==> config.mk <==
export PLATFORM = sky130hd
export DESIGN_NAME = xtal_freq_monitor
export DESIGN_NICKNAME = d
export VERILOG_FILES = /design/src/rtl/xmon_pkg.sv /design/src/rtl/xmon_edge_sync.sv /design/src/rtl/xmon_stop_det.sv /design/src/rtl/xmon_freq_win.sv /design/src/rtl/xmon_regs.sv /design/src/rtl/xtal_freq_monitor.sv
export SDC_FILE = /design/constraint.sdc
export NUM_CORES = 1
export LEC_CHECK = 0
export BUFFER_PORTS_ARGS = -buffer_cell sky130_fd_sc_hd__buf_2
export CORE_AREA = 4 4 128 130
export DETAILED_ROUTE_END_ITERATION = 8
export DIE_AREA = 0 0 132 134
export PLACE_DENSITY_LB_ADDON = 0.3
export SETUP_SLACK_MARGIN = 0.1
export SYNTH_ARGS = -nofsm -noshare
export SYNTH_HDL_FRONTEND = slang
export SYNTH_SLANG_ARGS = --single-unit
==> constraint.sdc <==
create_clock -name clk -period 2.7 [get_ports clk]
set_clock_uncertainty 0.15 [all_clocks]
set_input_delay 0.54 -clock clk [delete_from_list [all_inputs] [get_ports clk]]
set_output_delay 0.54 -clock clk [all_outputs]
set_load 0.1 [all_outputs]
==> src/rtl/xmon_pkg.sv <==
package xmon_pkg;
  localparam int unsigned NUM_FLAGS   = 3;
  localparam int unsigned FLG_HS_STOP = 0;
  localparam int unsigned FLG_LS_STOP = 1;
  localparam int unsigned FLG_HS_FREQ = 2;

  localparam logic [2:0] ADR_ENABLE = 3'd0;
  localparam logic [2:0] ADR_IRQ_EN = 3'd1;
  localparam logic [2:0] ADR_FLAGS  = 3'd2;
  localparam logic [2:0] ADR_UPPER  = 3'd3;
  localparam logic [2:0] ADR_LOWER  = 3'd4;

  typedef logic [NUM_FLAGS-1:0] flag_vec_t;
endpackage

==> src/rtl/xmon_edge_sync.sv <==
module xmon_edge_sync #(
  parameter int unsigned SYNC_STAGES = 2
) (
  input  logic clk,
  input  logic rst_n,
  input  logic din,
  output logic rise
);
  logic [SYNC_STAGES:0] sh_q;

  always_ff @(posedge clk or negedge rst_n) begin
    if (!rst_n) sh_q <= '0;
    else        sh_q <= {sh_q[SYNC_STAGES-1:0], din};
  end

  assign rise = sh_q[SYNC_STAGES-1] & ~sh_q[SYNC_STAGES];

  AST_EDGE_ISOLATED: assert property (@(posedge clk) disable iff (!rst_n)
    rise |=> !rise);
endmodule

==> src/rtl/xmon_stop_det.sv <==
module xmon_stop_det #(
  parameter int unsigned STOP_LIM = 32
) (
  input  logic clk,
  input  logic rst_n,
  input  logic en,
  input  logic rise,
  output logic stopped
);
  localparam int unsigned CW = $clog2(STOP_LIM + 1);
  localparam logic [CW-1:0] LIM = CW'(STOP_LIM);

  logic [CW-1:0] gap_q;

  always_ff @(posedge clk or negedge rst_n) begin
    if (!rst_n)          gap_q <= '0;
    else if (!en)        gap_q <= '0;
    else if (rise)       gap_q <= '0;
    else if (gap_q != LIM) gap_q <= gap_q + CW'(1);
  end

  assign stopped = en && (gap_q == LIM);

  AST_EDGE_CLEARS_STOP: assert property (@(posedge clk) disable iff (!rst_n)
    rise |=> !stopped);
  AST_DISABLED_QUIET: assert property (@(posedge clk) disable iff (!rst_n)
    !en |=> (gap_q == '0) || en);
endmodule

==> src/rtl/xmon_freq_win.sv <==
module xmon_freq_win #(
  parameter int unsigned WIN_LEN = 1024,
  parameter int unsigned CNT_W   = 11
) (
  input  logic             clk,
  input  logic             rst_n,
  input  logic             en,
  input  logic             rise,
  input  logic [CNT_W-1:0] upper,
  input  logic [CNT_W-1:0] lower,
  output logic             fail
);
  localparam int unsigned WW = $clog2(WIN_LEN);
  localparam logic [WW-1:0]    WIN_LAST = WW'(WIN_LEN - 1);
  localparam logic [CNT_W-1:0] CNT_MAX  = '1;

  logic [WW-1:0]    win_q;
  logic [CNT_W-1:0] edge_q;
  logic [CNT_W-1:0] meas;
  logic             win_end;
  logic             out_of_range;

  assign win_end      = (win_q == WIN_LAST);
  assign meas         = (rise && edge_q != CNT_MAX) ? edge_q + CNT_W'(1) : edge_q;
  assign out_of_range = (meas > upper) || (meas < lower);

  always_ff @(posedge clk or negedge rst_n) begin
    if (!rst_n) begin
      win_q  <= '0;
      edge_q <= '0;
      fail   <= 1'b0;
    end else if (!en) begin
      win_q  <= '0;
      edge_q <= '0;
      fail   <= 1'b0;
    end else begin
      fail <= win_end && out_of_range;
      if (win_end) begin
        win_q  <= '0;
        edge_q <= '0;
      end else begin
        win_q  <= win_q + WW'(1);
        edge_q <= meas;
      end
    end
  end

  AST_CNT_NO_WRAP: assert property (@(posedge clk) disable iff (!rst_n)
    (en && edge_q == CNT_MAX && !win_end) |=> (!en || edge_q == CNT_MAX));
  AST_FAIL_ONCE_PER_WINDOW: assert property (@(posedge clk) disable iff (!rst_n)
    fail |=> !fail);
endmodule

==> src/rtl/xmon_regs.sv <==
module xmon_regs
  import xmon_pkg::*;
#(
  parameter int unsigned CNT_W = 11
) (
  input  logic             clk,
  input  logic             rst_n,
  input  logic             cfg_we,
  input  logic [2:0]       cfg_addr,
  input  logic [CNT_W-1:0] cfg_wdata,
  output logic [CNT_W-1:0] cfg_rdata,
  input  flag_vec_t        set_i,
  output flag_vec_t        en_o,
  output logic [CNT_W-1:0] upper_o,
  output logic [CNT_W-1:0] lower_o,
  output logic             irq_o
);
  flag_vec_t        en_q, ie_q, flags_q, clr;
  logic [CNT_W-1:0] up_q, lo_q;

  assign clr = (cfg_we && cfg_addr == ADR_FLAGS) ? cfg_wdata[NUM_FLAGS-1:0] : '0;

  always_ff @(posedge clk or negedge rst_n) begin
    if (!rst_n) begin
      en_q    <= '0;
      ie_q    <= '0;
      flags_q <= '0;
      up_q    <= '0;
      lo_q    <= '0;
    end else begin
      flags_q <= (flags_q & ~clr) | set_i;
      if (cfg_we) begin
        case (cfg_addr)
          ADR_ENABLE: en_q <= cfg_wdata[NUM_FLAGS-1:0];
          ADR_IRQ_EN: ie_q <= cfg_wdata[NUM_FLAGS-1:0];
          ADR_UPPER:  up_q <= cfg_wdata;
          ADR_LOWER:  lo_q <= cfg_wdata;
          default: ;
        endcase
      end
    end
  end

  always_comb begin
    case (cfg_addr)
      ADR_ENABLE: cfg_rdata = CNT_W'(en_q);
      ADR_IRQ_EN: cfg_rdata = CNT_W'(ie_q);
      ADR_FLAGS:  cfg_rdata = CNT_W'(flags_q);
      ADR_UPPER:  cfg_rdata = up_q;
      ADR_LOWER:  cfg_rdata = lo_q;
      default:    cfg_rdata = '0;
    endcase
  end

  assign en_o    = en_q;
  assign upper_o = up_q;
  assign lower_o = lo_q;
  assign irq_o   = |(flags_q & ie_q);

  AST_FLAG_STICKY: assert property (@(posedge clk) disable iff (!rst_n)
    !(cfg_we && cfg_addr == ADR_FLAGS) |=> ((flags_q & $past(flags_q)) == $past(flags_q)));
  AST_W1C_CLEARS: assert property (@(posedge clk) disable iff (!rst_n)
    (cfg_we && cfg_addr == ADR_FLAGS && |(cfg_wdata[NUM_FLAGS-1:0] & ~set_i))
      |=> ((flags_q & $past(cfg_wdata[NUM_FLAGS-1:0] & ~set_i)) == '0));
endmodule

==> src/rtl/xtal_freq_monitor.sv <==
module xtal_freq_monitor
  import xmon_pkg::*;
#(
  parameter int unsigned WIN_LEN     = 1024,
  parameter int unsigned CNT_W       = 11,
  parameter int unsigned STOP_LIM    = 32,
  parameter int unsigned SYNC_STAGES = 2
) (
  input  logic             clk,
  input  logic             rst_n,
  input  logic             hs_xtal_i,
  input  logic             ls_xtal_i,
  input  logic             cfg_we,
  input  logic [2:0]       cfg_addr,
  input  logic [CNT_W-1:0] cfg_wdata,
  output logic [CNT_W-1:0] cfg_rdata,
  output logic             irq_o
);
  localparam int unsigned NUM_XTAL = 2;

  logic [NUM_XTAL-1:0] xtal_in, rise, stopped, stop_en;
  flag_vec_t           en, set_vec;
  logic [CNT_W-1:0]    upper, lower;
  logic                freq_fail;

  assign xtal_in = {ls_xtal_i, hs_xtal_i};
  assign stop_en = {en[FLG_LS_STOP], en[FLG_HS_STOP]};

  for (genvar c = 0; c < NUM_XTAL; c++) begin : g_xtal
    xmon_edge_sync #(.SYNC_STAGES(SYNC_STAGES)) u_sync (
      .clk   (clk),
      .rst_n (rst_n),
      .din   (xtal_in[c]),
      .rise  (rise[c])
    );
    xmon_stop_det #(.STOP_LIM(STOP_LIM)) u_stop (
      .clk     (clk),
      .rst_n   (rst_n),
      .en      (stop_en[c]),
      .rise    (rise[c]),
      .stopped (stopped[c])
    );
  end

  xmon_freq_win #(.WIN_LEN(WIN_LEN), .CNT_W(CNT_W)) u_win (
    .clk   (clk),
    .rst_n (rst_n),
    .en    (en[FLG_HS_FREQ]),
    .rise  (rise[0]),
    .upper (upper),
    .lower (lower),
    .fail  (freq_fail)
  );

  always_comb begin
    set_vec              = '0;
    set_vec[FLG_HS_STOP] = stopped[0];
    set_vec[FLG_LS_STOP] = stopped[1];
    set_vec[FLG_HS_FREQ] = freq_fail;
  end

  xmon_regs #(.CNT_W(CNT_W)) u_regs (
    .clk       (clk),
    .rst_n     (rst_n),
    .cfg_we    (cfg_we),
    .cfg_addr  (cfg_addr),
    .cfg_wdata (cfg_wdata),
    .cfg_rdata (cfg_rdata),
    .set_i     (set_vec),
    .en_o      (en),
    .upper_o   (upper),
    .lower_o   (lower),
    .irq_o     (irq_o)
  );
endmodule

==> results.cfg, run 1 <==
[routing]
wl_per_cell_um = 14.00
dr_total_vias = 2817
routed_wl_um = 8595
remaining_drc_errors = 0
drtIter0Drc = 84
ant_nets = 0
routed_via_density = 4.588
firstDrtPassIters = 4

[clocking]
worstSkewPairLatency_ns = 0.33
root_buffer = clkbuf_16
cts_buffer_depth = 2
clock-sinks = 71
htree_levels = 3
cts_tree = built
cts_inserted_buffers = 9
clk_pin_slew_ns = 0.06

[min_path]
holdCritStartpoint = ls_xtal_i
worstHoldPathType = in -> reg
hold_depth = 1
min_to = g_xtal[1].u_sync.sh_q[0]$_DFF_PN0_

[global_route]
antenna_found_initial = 0
grt_pass1_wl_um = 14710
first_global_vias = 2974
grt_max_degree = 46
overflow = 0
grt_util_all_layers_pct = 10.21

[power_and_ir_drop]
ir_worst_vdd_v = 0.0002855
pwr-share-comb_pct = 22.7
power_frac_clock_pct = 35.6
seqPwrFrac_pct = 41.7
swShare_pct = 31.98
intPower_mw = 2.133
cellLeakagePower_nw = 2.238
p_switching_mw = 1.003
power_density_mw_per_mm2 = 646.7

[setup_path]
crit_chain = ha_4, nand4_1, o41a_4, mux2_4, buf_4, ha_1, o21ai_1, a211o_1, a41oi_2, o41ai_2
path_max_fanout = 6
r2r_slack_ns = -0.11
worstPathRequired_ns = 2.76
r2r_cells = 10
worst-setup-path-type = reg -> reg
worstPathBufferInverterCount = 1
start_kind = flip-flop
slowest_delay_ns = 0.55
slowest_stage = o41a_4
arrival_ns = 2.87
regToRegStartpoint = u_win.edge_q[1]$_DFF_PN0_
endpoint_kind = flip-flop
crit_family = compound AO/OA/AOI/OAI gates
reg2reg_to = u_win.fail$_DFF_PN0_

[placement]
placed_area_mm2 = 0.004414
port_buffers = 30
place_hpwl_um = 6395
routabilityCongestion = 0.8352
place_ws_ns = -0.03159

[timing]
worst_pin_slew_ns = 0.4943
timing.max_slew.rel_slack_pct = 67.27
timing.fmax_mhz = 356.1
finalCriticalPeriod_ns = 2.808
rsz0062_at_grt = yes
worst_slack_ns = -0.1078
setup_viol = 1
fin_crit_sh_pct = 104.0
holdWs_ns = 0.1637
finalHoldViolations = 0
slew_violations = 0

[final_layout]
regArea_mm2 = 0.001778
multi_input_area_mm2 = 0.001996
fin_util_pct = 32.02
nets = 467
layout-drive-gt1-share_pct = 27.00
stdcell_area_mm2 = 0.004850
fill_cells = 1554
diodes = 0
syn_to_final_growth_pct = 28.94

[synthesis]
yosysTopAreaCellShare_pct = 47.24
synth_nets = 409
syn_inst = 363
seq_area_frac_synth_pct = 47.24
ys_ff_latch = 71
synth_cell_types = 42
avgSynthCellArea_um2 = 10.36
syn-cell-area_mm2 = 0.003761
synth_ff_type = dfrtp_1
yosysWarnings = 0
synth.largest_area_cell = dfrtp_1
ys_top_cells_by_area = dfrtp_1 47%, ha_1 9.0%, mux2_2 6.9%
synth_edf_count = 0
async_flop_share_pct = 100.0

[status]
failed_checks = setup timing
status = finished with violations

[floorplan]
core-area_mm2 = 0.01515
fp.dieW_um = 132
die_area_mm2 = 0.01769
io_pins = 31
fp.dieH_um = 134
start_util_pct = 24.83
rows = 45

[run]
drv_cap = 0
==> power by group through the flow <==
stage	Sequential [mW]	Clock (mW)	Combinational (mW)
after floorplan	1.29	0	0.484
after global placement	1.32	0	0.663
after detailed placement	1.33	0	0.678
after CTS	1.31	1.16	0.684
after global routing	1.33	1.20	0.793
final	1.31	1.12	0.713
==> how the worst max path moves through the flow <==
| stage | from | endpoint | slack, ns | cells past startpoint |
|---|---|---|---|---|
| floorplan | u_win.edge_q[0]$_DFF_PN0_ | u_win.fail$_DFF_PN0_ | 0.02 | 10 |
| global placement | u_win.edge_q[0]$_DFF_PN0_ | u_win.fail$_DFF_PN0_ | -0.006 | 12 |
| detailed placement | u_win.edge_q[0]$_DFF_PN0_ | u_win.fail$_DFF_PN0_ | -0.03 | 11 |
| CTS | u_win.edge_q[0]$_DFF_PN0_ | u_win.fail$_DFF_PN0_ | -0.03 | 11 |
| global route | u_win.edge_q[1]$_DFF_PN0_ | u_win.fail$_DFF_PN0_ | -0.26 | 10 |
| finish | u_win.edge_q[1]$_DFF_PN0_ | u_win.fail$_DFF_PN0_ | -0.11 | 10 |
==> per-layer routing <==
metal  vias to the layer above  global-route usage [%]  share of wire [%]
met1                      1387                   13.36                 47
met3                        12                   3.413                4.5
li1                       1374                       -                  -
met5                         -                       0                  0
met2                        44                   16.16                 47
met4                         0                   2.917                1.2
==> cells in the final DEF (no fill, tap or decap), types with 4 or more instances in the layout <==
cell type	Yosys	final
a21oi_1	11	10
a22o_1	8	8
and3_1	7	7
buf_12	0	9
buf_2	3	22
buf_4	0	20
clkbuf_16	0	9
dfrtp_1	71	70
ha_1	27	24
inv_1	28	28
mux2_2	23	22
mux2i_1	6	6
nand2_1	37	36
nand2b_1	4	4
nand3_1	17	16
nand4_1	7	7
nor2_1	29	28
nor2b_1	14	13
nor3_1	4	4
o21ai_0	17	15
xnor2_1	12	9
xor2_1	9	8
==> cells in the mapped netlist, types with 8 or more instances <==
cell type	n
a21oi_1	11
a22o_1	8
ha_1	27
nand2_1	37
inv_1	28
o21ai_0	17
xor2_1	9
nor2b_1	14
nand3_1	17
dfrtp_1	71
mux2_2	23
xnor2_1	12
nor2_1	29
==> per-stage QoR <==
step                instances  total power, mW    TNS, ns
CTS                       610            3.148   -0.02514
global placement          593            1.983  -0.006298
finish                    614            3.136    -0.1078
detailed placement        593            2.005   -0.03159
global route              614            3.323    -0.2588
floorplan                 363            1.772          0
==> final cells by class <==
class,instances,share of cell area [%]
multi-input combinational,259,41.15
sequential,71,36.66
timing repair buffer,52,9.288
clock buffer,11,5.005
tap,188,4.850
inverter,28,2.167
clock inverter,5,0.8772
==> flip-flops by register name (all words and copies together), names as in the netlist <==
| name | flops |
|---|---|
| g_xtal.u_stop.gap_q | 12 |
| u_regs.lower_o | 11 |
| u_regs.upper_o | 11 |
| u_win.edge_q | 11 |
| u_win.win_q | 10 |
| g_xtal.u_sync.sh_q | 6 |
| u_regs.en_o | 3 |
| u_regs.flags_q | 3 |
| u_regs.ie_q | 3 |
| u_win.fail | 1 |
==> kinds of logic after synthesis <==
kind of cell               share of synthesized area (%)
AOI/OAI and AO/OA                                  9.681
DFF                                                47.24
buffers and inverters                              3.393
adders and majority gates                          8.982
and+or+nand+nor                                    16.60
muxes                                              8.483
xor gates and xnor gates                           5.622
==> repair_timing <==
item,4_1_cts,5_1_grt
hold buffers,1,0
pin swaps,0,16
hold endpoints to repair,13,0
resized for setup,2,15
setup buffers,0,4
setup endpoints to repair,1,1
No activity file was read; power rests on OpenSTA's default activity.
==> run 2, diff against run 1 <==
--- a/config.mk
+++ b/config.mk
@@ -11,6 +11,7 @@
 export DIE_AREA = 0 0 132 134
 export PLACE_DENSITY_LB_ADDON = 0.3
 export SETUP_SLACK_MARGIN = 0.1
+export SKIP_LAST_GASP = 1
 export SYNTH_ARGS = -nofsm -noshare
 export SYNTH_HDL_FRONTEND = slang
 export SYNTH_SLANG_ARGS = --single-unit
==> run 2 against run 1 <==
The flow still finishes with violations (setup timing). Worst hold slack got worse by 0.0015 ns. Worst setup slack improved by 0.0088 ns. Critical path depth increased by 1. Utilization increased by 0.12 points. Design area increased by 0.36%. Critical endpoint unchanged.
==> results.cfg, run 2 (synthesis results as in run 1) <==
[status]
status = finished with violations
failed_checks = setup timing

[power_and_ir_drop]
power_frac_clock_pct = 35.6
pwr-share-comb_pct = 22.7
ir_worst_vdd_v = 0.0002865
cellLeakagePower_nw = 2.230
swShare_pct = 32.03
intPower_mw = 2.130
p_switching_mw = 1.003
seqPwrFrac_pct = 41.7
p_total_mw = 3.133
power_density_mw_per_mm2 = 643.7

[timing]
setup_viol = 1
timing.max_slew.rel_slack_pct = 67.27
finalCriticalPeriod_ns = 2.799
worst_pin_slew_ns = 0.4943
timing.fmax_mhz = 357.3
slew_violations = 0
worst_slack_ns = -0.09901
fin_crit_sh_pct = 103.7
finalHoldViolations = 0
rsz0062_at_grt = yes

[setup_path]
worstPathRequired_ns = 2.76
slowest_stage = o41a_4
start_kind = flip-flop
slowest_delay_ns = 0.55
endpoint_kind = flip-flop
path_max_fanout = 6
crit_chain = ha_4, nand4_1, o41a_4, mux2_4, ha_4, nor2b_1, o21a_1, o21bai_1, a21oi_1, o21ai_1, o41ai_2
regToRegStartpoint = u_win.edge_q[1]$_DFF_PN0_
r2r_cells = 11
crit_path_frequent_cell = ha_4
reg2reg_to = u_win.fail$_DFF_PN0_
r2r_slack_ns = -0.1
worst-setup-path-type = reg -> reg
arrival_ns = 2.86

[clocking]
cts_inserted_buffers = 9
htree_levels = 3
clock-sinks = 71
cts_tree = built
cts_buffer_depth = 2
worstSkewPairLatency_ns = 0.33
root_buffer = clkbuf_16
clk_pin_slew_ns = 0.06

[placement]
dp_cells = 593
routabilityCongestion = 0.8352
port_buffers = 30
place_hpwl_um = 6395

[final_layout]
multi_input_area_mm2 = 0.002013
regArea_mm2 = 0.001778
largest_reg_flops = 12
fin_cells = 614
fin_util_pct = 32.14
diodes = 0
syn_to_final_growth_pct = 29.41
fill_cells = 1549
final_common_cell = dfrtp_1
regMostFlops = g_xtal.u_stop.gap_q
final_cell_mix = 70 x dfrtp_1, 36 x nand2_1, 28 x inv_1, 28 x nor2_1
layout-drive-gt1-share_pct = 27.23
nets = 467

[routing]
dr_total_vias = 2796
ant_nets = 0
routed_via_density = 4.554
routed_wl_um = 8603
remaining_drc_errors = 0
firstDrtPassIters = 4
wl_per_cell_um = 14.01
drtIter0Drc = 96

[floorplan]
core-area_mm2 = 0.01515
rows = 45
die_area_mm2 = 0.01769
fp.dieW_um = 132
fp.dieH_um = 134
start_util_pct = 24.83
io_pins = 31

[min_path]
holdCritStartpoint = ls_xtal_i
hold_depth = 1
min_to = g_xtal[1].u_sync.sh_q[0]$_DFF_PN0_
worstHoldPathType = in -> reg

[global_route]
first_global_vias = 2971
grt_max_degree = 46
grt_util_all_layers_pct = 10.20
grt_pass1_wl_um = 14700
overflow = 0
antenna_found_initial = 0

[run]
drv_cap = 0
[run 2: changes by cell type in the layout (fill, tap and decap cells not counted)]
cell,delta
ha_1,-2
ha_4,+2
nor2b_1,+1
nor2b_4,-1
[run 2: cell type report]
| class | instances | area share [%] |
|---|---|---|
| Multi-Input combinational cell | 259 | 41.36 |
| Sequential cell | 71 | 36.53 |
| Timing Repair Buffer | 52 | 9.254 |
| Clock buffer | 11 | 4.987 |
| Tap cell | 188 | 4.833 |
| Inverter | 28 | 2.159 |
| Clock inverter | 5 | 0.8740 |
[run 2: what timing repair did]
item                                    CTS  global route
hold buffers                              1             0
resized for setup                         0            18
setup buffers                             0             4
endpoints found under the hold margin    13             0
endpoints found under the setup margin    1             1
pin swaps                                 0            17
[run 2: power by group through the flow]
| stage | Sequential (mW) | Combinational [mW] | Clock (mW) |
|---|---|---|---|
| final | 1.31 | 0.710 | 1.12 |
| after global routing | 1.33 | 0.788 | 1.20 |
| after CTS | 1.31 | 0.684 | 1.16 |
| after detailed placement | 1.33 | 0.678 | 0 |
| after global placement | 1.32 | 0.663 | 0 |
| after floorplan | 1.29 | 0.484 | 0 |
[run 2: critical path, delay by kind of cell, from the launching register on]
kind,cells,cell delay [ns]
flip-flops,1,0.39
multiplexers,1,0.35
AO/OA/AOI/OAI,6,1.18
AND/OR/NAND/NOR,2,0.24
adder cells (fa/ha/maj),2,0.37
[run 2: worst max-delay path by stage]
| stage | start | to | slack [ns] |
|---|---|---|---|
| detailed placement | u_win.edge_q[0]$_DFF_PN0_ | u_win.fail$_DFF_PN0_ | -0.03 |
| global route | u_win.edge_q[1]$_DFF_PN0_ | u_win.fail$_DFF_PN0_ | -0.26 |
| CTS | u_win.edge_q[0]$_DFF_PN0_ | u_win.fail$_DFF_PN0_ | -0.07 |
| global placement | u_win.edge_q[0]$_DFF_PN0_ | u_win.fail$_DFF_PN0_ | -0.006 |
| finish | u_win.edge_q[1]$_DFF_PN0_ | u_win.fail$_DFF_PN0_ | -0.1 |
| floorplan | u_win.edge_q[0]$_DFF_PN0_ | u_win.fail$_DFF_PN0_ | 0.02 |
[run 2: through the flow]
| step | hold WS, ns | setup slack (ns) | instance area, um^2 | setup TNS [ns] |
|---|---|---|---|---|
| 6_report | 0.1622 | -0.09901 | 4867 | -0.09901 |
| 5_1_grt | 0.1472 | -0.2643 | 4867 | -0.2643 |
| 4_1_cts | 0.1488 | -0.07088 | 4710 | -0.07088 |
| 3_5_place_dp | 0.1878 | -0.03159 | 4414 | -0.03159 |
| 3_3_place_gp | 0.1908 | -0.006298 | 4414 | -0.006298 |
| 2_1_floorplan | 0.09441 | 0.02000 | 3791 | 0 |
[run 2: per-layer routing]
layer,up-vias,global-route usage [%],wire length [um]
met2,38,16.13,4055
met4,0,2.917,102
met1,1371,13.36,4115
li1,1375,-,-
met3,12,3.413,329
met5,-,0,0
